`config.mk`:
```
export PLATFORM = sky130hd
export DESIGN_NAME = i2c_target
export DESIGN_NICKNAME = d
export VERILOG_FILES = /design/src/rtl/i2c_tgt_pkg.sv /design/src/rtl/i2c_line_filter.sv /design/src/rtl/i2c_bus_events.sv /design/src/rtl/i2c_target.sv
export SDC_FILE = /design/constraint.sdc
export NUM_CORES = 1
export LEC_CHECK = 0
export BUFFER_PORTS_ARGS = -buffer_cell sky130_fd_sc_hd__buf_2
export CAP_MARGIN = 30
export CORE_MARGIN = 2
export CORE_UTILIZATION = 58
export CTS_CLUSTER_SIZE = 40
export DETAILED_ROUTE_END_ITERATION = 12
export GPL_ROUTABILITY_DRIVEN = 0
export GPL_TIMING_DRIVEN = 0
export PLACE_DENSITY = 0.79
export SKIP_LAST_GASP = 1
export SYNTH_ARGS = -nofsm -noshare
export SYNTH_HDL_FRONTEND = slang
export SYNTH_HIERARCHICAL = 1
export SYNTH_SLANG_ARGS = --single-unit
```
`constraint.sdc`:
```
create_clock -name clk -period 2.3 [get_ports clk]
set_input_delay 0.46 -clock clk [delete_from_list [all_inputs] [get_ports clk]]
set_output_delay 0.46 -clock clk [all_outputs]
set_load 0.03 [all_outputs]
```
`src/rtl/i2c_tgt_pkg.sv`:
```
// Shared definitions for the I2C target: byte width, register selects,
// status bit positions, engine states and the decoded bus event bundle.
package i2c_tgt_pkg;

    localparam int BYTE_W = 8;
    localparam int CNT_W  = $clog2(BYTE_W + 1);

    localparam logic [1:0] SEL_ADDR = 2'd0;
    localparam logic [1:0] SEL_TXD  = 2'd1;
    localparam logic [1:0] SEL_STAT = 2'd2;

    localparam int STS_APIF  = 7;
    localparam int STS_DIF   = 6;
    localparam int STS_RXACK = 4;
    localparam int STS_COLL  = 3;
    localparam int STS_DIR   = 1;
    localparam int STS_AP    = 0;

    typedef enum logic [2:0] {
        ST_IDLE,
        ST_ADDR,
        ST_ADDR_ACK,
        ST_RX,
        ST_RX_ACK,
        ST_TX,
        ST_TX_ACK,
        ST_WAIT
    } tgt_state_e;

    typedef struct packed {
        logic scl_rise;
        logic scl_fall;
        logic start;
        logic stop;
        logic sda;
    } bus_ev_t;

endpackage

```
`src/rtl/i2c_line_filter.sv`:
```
// Synchronizes one open-drain line and removes short pulses.
// Assumes the line idles high; the clean output only changes after
// FILT_LEN consecutive synchronized samples agree on the new level.
module i2c_line_filter #(
    parameter int SYNC_STAGES = 2,
    parameter int FILT_LEN    = 3
) (
    input  logic clk,
    input  logic rst_n,
    input  logic raw_i,
    output logic clean_o
);

    logic [SYNC_STAGES-1:0] sync_q;
    logic [FILT_LEN-1:0]    win_q;
    logic                   clean_q;

    // Synchronizer chain and sample window.
    always_ff @(posedge clk) begin
        if (!rst_n) begin
            sync_q <= '1;
            win_q  <= '1;
        end else begin
            sync_q <= {sync_q[SYNC_STAGES-2:0], raw_i};
            win_q  <= {win_q[FILT_LEN-2:0], sync_q[SYNC_STAGES-1]};
        end
    end

    // Output follows the window only when every sample agrees.
    always_ff @(posedge clk) begin
        if (!rst_n)
            clean_q <= 1'b1;
        else if (&win_q)
            clean_q <= 1'b1;
        else if (~|win_q)
            clean_q <= 1'b0;
    end

    assign clean_o = clean_q;

    a_r12_rise_follows_sync: assert property (@(posedge clk) disable iff (!rst_n)
        $rose(clean_q) |-> $past(sync_q[SYNC_STAGES-1], 2));
    a_r12_fall_follows_sync: assert property (@(posedge clk) disable iff (!rst_n)
        $fell(clean_q) |-> !$past(sync_q[SYNC_STAGES-1], 2));

endmodule

```
`src/rtl/i2c_bus_events.sv`:
```
// Decodes SCL edges, START and STOP from the filtered lines.
// Assumes both inputs are already synchronized and glitch filtered.
module i2c_bus_events
    import i2c_tgt_pkg::*;
(
    input  logic    clk,
    input  logic    rst_n,
    input  logic    scl_c,
    input  logic    sda_c,
    output bus_ev_t ev_o
);

    logic scl_d;
    logic sda_d;

    // One-cycle history of both clean lines.
    always_ff @(posedge clk) begin
        if (!rst_n) begin
            scl_d <= 1'b1;
            sda_d <= 1'b1;
        end else begin
            scl_d <= scl_c;
            sda_d <= sda_c;
        end
    end

    // Edge and condition decode.
    always_comb begin
        ev_o.scl_rise = scl_c & ~scl_d;
        ev_o.scl_fall = ~scl_c & scl_d;
        ev_o.start    = scl_c & scl_d & sda_d & ~sda_c;
        ev_o.stop     = scl_c & scl_d & ~sda_d & sda_c;
        ev_o.sda      = sda_c;
    end

endmodule

```
`src/rtl/i2c_target.sv`:
```
// I2C target engine: address match with optional general call, byte
// receive and transmit, acknowledge handling, collision release and the
// status word. Assumes no clock stretching and a system clock many times
// faster than SCL, so every SCL phase spans several filtered samples.
module i2c_target
    import i2c_tgt_pkg::*;
#(
    parameter int SYNC_STAGES = 2,
    parameter int FILT_LEN    = 3
) (
    input  logic              clk,
    input  logic              rst_n,
    input  logic              scl_i,
    input  logic              sda_i,
    output logic              sda_oe_o,
    input  logic              reg_we_i,
    input  logic [1:0]        reg_sel_i,
    input  logic [BYTE_W-1:0] reg_wdata_i,
    output logic [BYTE_W-1:0] rx_data_o,
    output logic [BYTE_W-1:0] status_o
);

    localparam int N_LINES = 2;
    localparam logic [CNT_W-1:0] LAST_BIT = CNT_W'(BYTE_W);

    logic [N_LINES-1:0] raw_lines;
    logic [N_LINES-1:0] clean_lines;
    bus_ev_t            ev;

    assign raw_lines = {sda_i, scl_i};

    for (genvar gi = 0; gi < N_LINES; gi++) begin : g_line
        i2c_line_filter #(
            .SYNC_STAGES (SYNC_STAGES),
            .FILT_LEN    (FILT_LEN)
        ) u_filt (
            .clk     (clk),
            .rst_n   (rst_n),
            .raw_i   (raw_lines[gi]),
            .clean_o (clean_lines[gi])
        );
    end

    i2c_bus_events u_events (
        .clk   (clk),
        .rst_n (rst_n),
        .scl_c (clean_lines[0]),
        .sda_c (clean_lines[1]),
        .ev_o  (ev)
    );

    tgt_state_e        state_q;
    logic [CNT_W-1:0]  cnt_q;
    logic [BYTE_W-1:0] shreg_q, txsh_q, tx_reg_q, addr_reg_q, rx_data_q;
    logic              sda_oe_q, selected_q, dir_q;
    logic              apif_q, ap_q, dif_q, rxack_q, coll_q;

    logic addr_match, set_ap_addr, set_ap_stop, set_dif, set_coll, ack_sample;
    logic stat_wr, txd_wr;

    // Address compare and flag set/clear conditions.
    always_comb begin
        addr_match  = (shreg_q[BYTE_W-1:1] == addr_reg_q[BYTE_W-1:1]) ||
                      (addr_reg_q[0] && shreg_q == '0);
        set_ap_addr = ev.scl_fall && state_q == ST_ADDR && cnt_q == LAST_BIT && addr_match;
        set_ap_stop = ev.stop && selected_q;
        set_dif     = (ev.scl_fall && state_q == ST_RX && cnt_q == LAST_BIT) ||
                      (ev.scl_rise && state_q == ST_TX_ACK);
        set_coll    = ev.scl_rise && state_q == ST_TX && !sda_oe_q && !ev.sda;
        ack_sample  = ev.scl_rise && state_q == ST_TX_ACK;
        stat_wr     = reg_we_i && reg_sel_i == SEL_STAT;
        txd_wr      = reg_we_i && reg_sel_i == SEL_TXD;
    end

    // Software-written address and transmit registers.
    always_ff @(posedge clk) begin
        if (!rst_n) begin
            addr_reg_q <= '0;
            tx_reg_q   <= '0;
        end else if (reg_we_i) begin
            if (reg_sel_i == SEL_ADDR) addr_reg_q <= reg_wdata_i;
            if (reg_sel_i == SEL_TXD)  tx_reg_q   <= reg_wdata_i;
        end
    end

    // Bus protocol sequencer: shifting, acknowledge and SDA drive.
    always_ff @(posedge clk) begin
        if (!rst_n) begin
            state_q    <= ST_IDLE;
            cnt_q      <= '0;
            shreg_q    <= '0;
            txsh_q     <= '0;
            rx_data_q  <= '0;
            sda_oe_q   <= 1'b0;
            selected_q <= 1'b0;
            dir_q      <= 1'b0;
        end else if (ev.start) begin
            state_q    <= ST_ADDR;
            cnt_q      <= '0;
            sda_oe_q   <= 1'b0;
            selected_q <= 1'b0;
        end else if (ev.stop) begin
            state_q    <= ST_IDLE;
            sda_oe_q   <= 1'b0;
            selected_q <= 1'b0;
        end else begin
            unique case (state_q)
                ST_ADDR, ST_RX: begin
                    if (ev.scl_rise) begin
                        shreg_q <= {shreg_q[BYTE_W-2:0], ev.sda};
                        cnt_q   <= cnt_q + 1'b1;
                    end else if (ev.scl_fall && cnt_q == LAST_BIT) begin
                        if (state_q == ST_RX) begin
                            rx_data_q <= shreg_q;
                            sda_oe_q  <= 1'b1;
                            state_q   <= ST_RX_ACK;
                        end else if (addr_match) begin
                            sda_oe_q   <= 1'b1;
                            selected_q <= 1'b1;
                            dir_q      <= shreg_q[0];
                            state_q    <= ST_ADDR_ACK;
                        end else begin
                            state_q <= ST_WAIT;
                        end
                    end
                end
                ST_ADDR_ACK, ST_RX_ACK: begin
                    if (ev.scl_fall) begin
                        cnt_q <= '0;
                        if (state_q == ST_ADDR_ACK && dir_q) begin
                            txsh_q   <= tx_reg_q;
                            sda_oe_q <= ~tx_reg_q[BYTE_W-1];
                            state_q  <= ST_TX;
                        end else begin
                            sda_oe_q <= 1'b0;
                            state_q  <= ST_RX;
                        end
                    end
                end
                ST_TX: begin
                    if (ev.scl_rise) begin
                        cnt_q <= cnt_q + 1'b1;
                        if (set_coll) begin
                            sda_oe_q <= 1'b0;
                            state_q  <= ST_WAIT;
                        end
                    end else if (ev.scl_fall) begin
                        if (cnt_q == LAST_BIT) begin
                            sda_oe_q <= 1'b0;
                            state_q  <= ST_TX_ACK;
                        end else begin
                            txsh_q   <= {txsh_q[BYTE_W-2:0], 1'b0};
                            sda_oe_q <= ~txsh_q[BYTE_W-2];
                        end
                    end
                end
                ST_TX_ACK: begin
                    if (ev.scl_fall) begin
                        cnt_q <= '0;
                        if (!rxack_q) begin
                            txsh_q   <= tx_reg_q;
                            sda_oe_q <= ~tx_reg_q[BYTE_W-1];
                            state_q  <= ST_TX;
                        end else begin
                            sda_oe_q <= 1'b0;
                            state_q  <= ST_WAIT;
                        end
                    end
                end
                default: ;
            endcase
        end
    end

    // Status flags: set by bus events, cleared by START or software.
    always_ff @(posedge clk) begin
        if (!rst_n) begin
            apif_q  <= 1'b0;
            ap_q    <= 1'b0;
            dif_q   <= 1'b0;
            rxack_q <= 1'b0;
            coll_q  <= 1'b0;
        end else begin
            if (set_ap_addr || set_ap_stop) begin
                apif_q <= 1'b1;
                ap_q   <= set_ap_addr;
            end else if (stat_wr && reg_wdata_i[STS_APIF]) begin
                apif_q <= 1'b0;
            end
            if (set_dif)
                dif_q <= 1'b1;
            else if (txd_wr || (stat_wr && reg_wdata_i[STS_DIF]))
                dif_q <= 1'b0;
            if (ack_sample)
                rxack_q <= ev.sda;
            if (ev.start)
                coll_q <= 1'b0;
            else if (set_coll)
                coll_q <= 1'b1;
            else if (stat_wr && reg_wdata_i[STS_COLL])
                coll_q <= 1'b0;
        end
    end

    // Status word assembly.
    always_comb begin
        status_o            = '0;
        status_o[STS_APIF]  = apif_q;
        status_o[STS_DIF]   = dif_q;
        status_o[STS_RXACK] = rxack_q;
        status_o[STS_COLL]  = coll_q;
        status_o[STS_DIR]   = dir_q;
        status_o[STS_AP]    = ap_q;
    end

    assign sda_oe_o  = sda_oe_q;
    assign rx_data_o = rx_data_q;

    a_r8_coll_releases: assert property (@(posedge clk) disable iff (!rst_n)
        coll_q |-> !sda_oe_q);
    a_r9_start_clears_coll: assert property (@(posedge clk) disable iff (!rst_n)
        ev.start |=> !coll_q);
    a_r2_ack_on_match: assert property (@(posedge clk) disable iff (!rst_n)
        ($rose(apif_q) && ap_q) |-> sda_oe_q);
    a_r6_drive_scl_low: assert property (@(posedge clk) disable iff (!rst_n)
        !$stable(sda_oe_q) |-> !clean_lines[0]);
    a_r7_wait_released: assert property (@(posedge clk) disable iff (!rst_n)
        (state_q == ST_WAIT) |-> !sda_oe_q);

endmodule

```
; After elaboration in Yosys (flattened, before gate mapping)
; Cells that the tools add are included.
[classes]
bitwise_logic = 18
eq_ne = 32
add_sub_neg = 1
n_mux = 45
n_reduce_logical = 56
[ops]
columns = cell, n
row1 = $mux 7, 7
row2 = $mux 3, 11
row3 = $reduce_and 8->1, 3
row4 = $pmux 7 s3, 1
row5 = $mux 1, 20
row6 = $logic_and 1x1->1, 18
row7 = $ne 2x2->1 const B, 9
row8 = $ne 4x4->1 const B, 4
row9 = $ne 5x5->1 const B, 3
row10 = $reduce_or 3->1, 5
row11 = $ne 3x3->1 const B, 4
row12 = $pmux 3 s4, 1
row13 = $not 1->1, 11
row14 = $reduce_and 10->1, 1
row15 = $reduce_or 2->1, 5
row16 = $eq 3x3->1 const B, 3
row17 = $logic_not 8->1, 1
row18 = $mux 4, 2
row19 = $pmux 4 s2, 1
row20 = $reduce_and 4->1, 2
row21 = $reduce_bool 2->1, 4
row22 = $and 1x1->1, 7
row23 = $eq 7x7->1, 1
row24 = $reduce_and 7->1, 1
row25 = other kinds (19), 27
[totals]
input_bits = 15
register_bits = 68
out_inout_bits = 17
elab_cells = 176

; Logic depth before layout (Yosys ltp)
[depth]
depth_word = 10
mapped_depth = 8
ltp_nobuf = 7

; By module
; The synthesis kept the hierarchy.
[modules_own_cells]
columns = module, cells_each, n_inst, seq_area_each_um2, area_each_um2
row1 = i2c_target, 295, 1, 1081.0, 2711.4
row2 = i2c_line_filter, 14, 2, 120.1, 175.2
row3 = i2c_bus_events, 9, 1, 40.0, 92.6

; Worst setup path before layout
; Ideal clock, no wire load.
[synth_timing]
path_type = reg-to-reg
startpoint = register g_line[0].u_filt.clean_q
endpoint = register sda_oe_q, in the netlist sda_oe_o
arrival_time_ns = 1.680
n_path_buf = 0
path_stages_with_launch = 7
path_slack_ns = 0.551
setup_time_ns = 0.070
period_less_slack_ns = 1.749
required_ns = 2.230
path_cell_list = dfxtp_1 nor2b_1 or3b_1 a21oi_2 or2_0 or4_1 a21oi_1
[synth_rtl]
columns = item, line
row1 = from (decl), i2c_line_filter.sv:16  ; logic clean_q;
row2 = from (signal assigned), i2c_line_filter.sv:32  ; clean_q <= 1'b1;
row3 = from (signal assigned), i2c_line_filter.sv:34  ; clean_q <= 1'b1;
row4 = from (signal assigned), i2c_line_filter.sv:36  ; clean_q <= 1'b0;
row5 = to (signal assigned), i2c_target.sv:132  ; sda_oe_q <= ~tx_reg_q[BYTE_W-1];
row6 = to (signal assigned), i2c_target.sv:153  ; sda_oe_q <= ~txsh_q[BYTE_W-2];
row7 = to (signal assigned), i2c_target.sv:162  ; sda_oe_q <= ~tx_reg_q[BYTE_W-1];
row8 = to (decl), i2c_target.sv:55  ; logic sda_oe_q, selected_q, dir_q;

; Final worst setup path
[layout_timing]
startpoint = register state_q[1]
endpoint = register state_q[2]
[layout_between]
elab_chain_cells = 6
word_cells_on_any_way = 27
classes_between = eq/ne (13) / mux (6) / reduce/logical (8)
[layout_rtl]
columns = item, line
row1 = from (decl), i2c_target.sv:52  ; tgt_state_e state_q;
row2 = from (signal assigned), i2c_target.sv:89  ; state_q <= ST_IDLE;
row3 = from (signal assigned), i2c_target.sv:98  ; state_q <= ST_ADDR;
row4 = from (signal assigned), i2c_target.sv:103  ; state_q <= ST_IDLE;
row5 = $eq 3x3->1, "i2c_target.sv:69, i2c_target.sv:107"
row6 = $logic_and 1x1->1 (3 in series), i2c_target.sv:69  ; set_coll = ev.scl_rise && state_q == ST_TX && !sda_oe_q && !ev.sda;
row7 = $ne 3x3->1 (no source line), --
row8 = $reduce_and 8->1 (no source line), --
; Parallel ways exist; a longest one is shown, timed or not. The select of a mux whose other input is x is not followed.
; A chain may end at the register's enable or synchronous reset.

==> results.cfg <==
[outcome]
status = finished, final reports clean

[finish]
num_antenna_cells = 0
fillers = 426
drive_above_1_share = 0.217
fin_nets = 390
fin_area_um2 = 3570
syn_to_final_growth_pct = 13.1

[die]
fp.dieH_um = 77.7
rows = 26
design.die.area_um2 = 6040
core_um2 = 5170
die_w_um = 77.7
initial_utilization = 0.610
io_pins = 32

[yosys]
syn_avg_cell_area_um2 = 9.50
synth_top_area_cell = dfxtp_1
yosysWarnings = 6
synth.distinct_cells = 66
yosys_register_bits = 68
synthCells = 332
synth_common_cells = 68 x dfxtp_1, 45 x nor2_1, 34 x mux2i_1
yosys-top-cells-area = dfxtp_1 43%, mux2i_1 11%, nor2_1 5.4%
async_flop_share = 0
yosysMostFrequentCell = dfxtp_1
synth_top_cell_area_share = 0.432
dominantRegCellSynth = dfxtp_1
ys_seq_area_frac = 0.432
synthesis.area_um2 = 3150
synth-edff-count = 0

[clock_tree]
cts.path.max_buffers = 2
cts_setup_buffers = 0
path_clk_slew_ns = 0.07
cts-root-buf = clkbuf_8
htreeDepth = 3
cts_sinks = 68
cts_resized = 0
cts_made_buffers = 9
cts_tree = yes
insertion_delay_ns = 0.35
hold_buffers = 0

[sta]
slew_headroom = 0.618
fin_crit_ns = 2.08
worstMarginPinSlew_ns = 0.574
fin_setup_tns_ns = 0
setup_violations = 0
drv_slew = 0
rsz0062_at_grt = no
period_share = 0.904
hold_viol = 0
skew_ns = 0.00463
final.setup.worst_slack_ns = 0.221
fmax_mhz = 481

[critical_path]
startpoint = state_q[1]
cp.required_ns = 2.55
worstPathArrival_ns = 2.33
cp_max_fo = 10
crit-reg2reg-launch = state_q[1]
startpoint_type = flip-flop
crit_type = reg2reg
end_kind = flip-flop

[power]
power_frac_clock = 0.342
p_sw_frac = 0.298
power_density_nw_per_um2 = 727
comb_power_share = 0.177
vdd_drop_max_mv = 0.476
cellLeakagePower_nw = 1.53
seq_power_share = 0.481
switchingPower_uw = 774
p_int_mw = 1.82

[grt]
grt_first_pass_wirelength_um = 11300
antenna_found_initial = 0
grtUsageMet2 = 0.366
busiest_layer = met2
grt_pass1_vias = 2363
gr-usage-all-layers = 0.238
gr-total-overflow = 0
use_met1 = 0.313
grt_use_met3 = 0.0744
grt_max_degree = 19

[route]
wl_per_cell_um = 14.7
ant_nets = 0
via_count = 2499
route.detailed.drc = 0
first_pass_iters = 4
wl_um = 6610
drt-vias-per-instance = 5.58
drtIter0Drc = 184

[run]
max_cap_violations = 0

[place]
port_buffers = 29
dp_hpwl_um = 4670
post-place-ws_ns = 0.296
placed_area_um2 = 3390

[hold_path]
worstHoldStart = sda_i
hold_class = in2reg
-- area by class of cell --
class | instances | area [um^2] | share of cell area
plain buffers | 23 | 146 | 0.0410
clock buffers | 10 | 138 | 0.0386
clock inverters | 6 | 38.8 | 0.0109
inverters | 9 | 33.8 | 0.00947
multi-input cells | 233 | 1620 | 0.453
flip-flops and latches | 68 | 1360 | 0.382
well taps | 70 | 87.6 | 0.0246
repair buffers | 29 | 145 | 0.0407
-- routing by layer --
metal | wire, um | up-vias
li1 | - | 1235
met1 | 2960 | 1168
met2 | 3010 | 76
met3 | 490 | 20
met4 | 151 | 0
met5 | 0 | -
-- kinds of logic (layout without fill, tap and decap cells) --
| kind of cell | after synthesis | after routing | share of synthesized area |
|---|---|---|---|
| AO/OA/AOI/OAI | 53 | 53 | 0.134 |
| XOR/XNOR | 7 | 7 | 0.0194 |
| adder cells (fa/ha/maj) | 2 | 2 | 0.00793 |
| buffers and inverters | 32 | 77 | 0.0571 |
| flip-flops | 68 | 68 | 0.432 |
| multiplexers | 35 | 35 | 0.111 |
| other | 1 | 2 | 0.00119 |
| AND/OR/NAND/NOR | 134 | 134 | 0.237 |
-- registers in the layout, summed over array words and instances (netlist names), 2 cells and up --
register	cells
state_q	3
g_line.u_filt/win_q	6
g_line.u_filt/sync_q	4
g_line.u_filt/clean_o	2
txsh_q	7
addr_reg_q	8
cnt_q	4
shreg_q	8
tx_reg_q	8
rx_data_o	8
-- final timing paths --
check	end	slack (ns)	cells after the start
worst max-delay path	state_q[2]	0.22	6
worst min-delay path	g_line[1].u_filt/sync_q[0]	0.28	2
worst max register to register	state_q[2]	0.22	6
worst min register to register	g_line[0].u_filt/sync_q[1]	0.41	1
-- critical path, stage by stage (launching register included) --
cell and delay, ns:
dfxtp_1 0.49, buf_4 0.23, nor2b_1 0.26, a311oi_1 0.13, nor4_2 0.46, o21ai_1 0.13, a221oi_1 0.28
-- cell usage in the layout (no fill, tap or decap), types with 6 or more instances in the layout --
cell type / instances
nand3_1: 8
dfxtp_1: 68
buf_2: 32
buf_4: 11
nor2b_1: 7
inv_1: 9
nor2_1: 45
xor2_1: 7
mux2i_1: 34
a21oi_1: 9
o21ai_0: 6
nand2b_1: 13
clkbuf_8: 10
nand2_1: 21
-- power groups by stage --
| stage | clock network, mW | registers, mW | logic, mW |
|---|---|---|---|
| floorplan | 0 | 1.27 | 0.337 |
| global placement | 0 | 1.27 | 0.439 |
| detailed placement | 0 | 1.27 | 0.446 |
| CTS | 0.903 | 1.25 | 0.450 |
| global route | 0.955 | 1.25 | 0.497 |
| finish | 0.886 | 1.25 | 0.460 |
-- through the flow --
| step | hold WS (ns) | utilization | std cells | power (mW) |
|---|---|---|---|---|
| 2_1_floorplan | 0.386 | - | 333 | 1.61 |
| 3_3_place_gp | 0.389 | 0.656 | 432 | 1.71 |
| 3_5_place_dp | 0.401 | 0.656 | 432 | 1.72 |
| 4_1_cts | 0.276 | 0.690 | 448 | 2.60 |
| 5_1_grt | 0.283 | 0.690 | 448 | 2.70 |
| 6_report | 0.284 | 0.690 | 448 | 2.59 |
(Power assumes the default switching activity.)
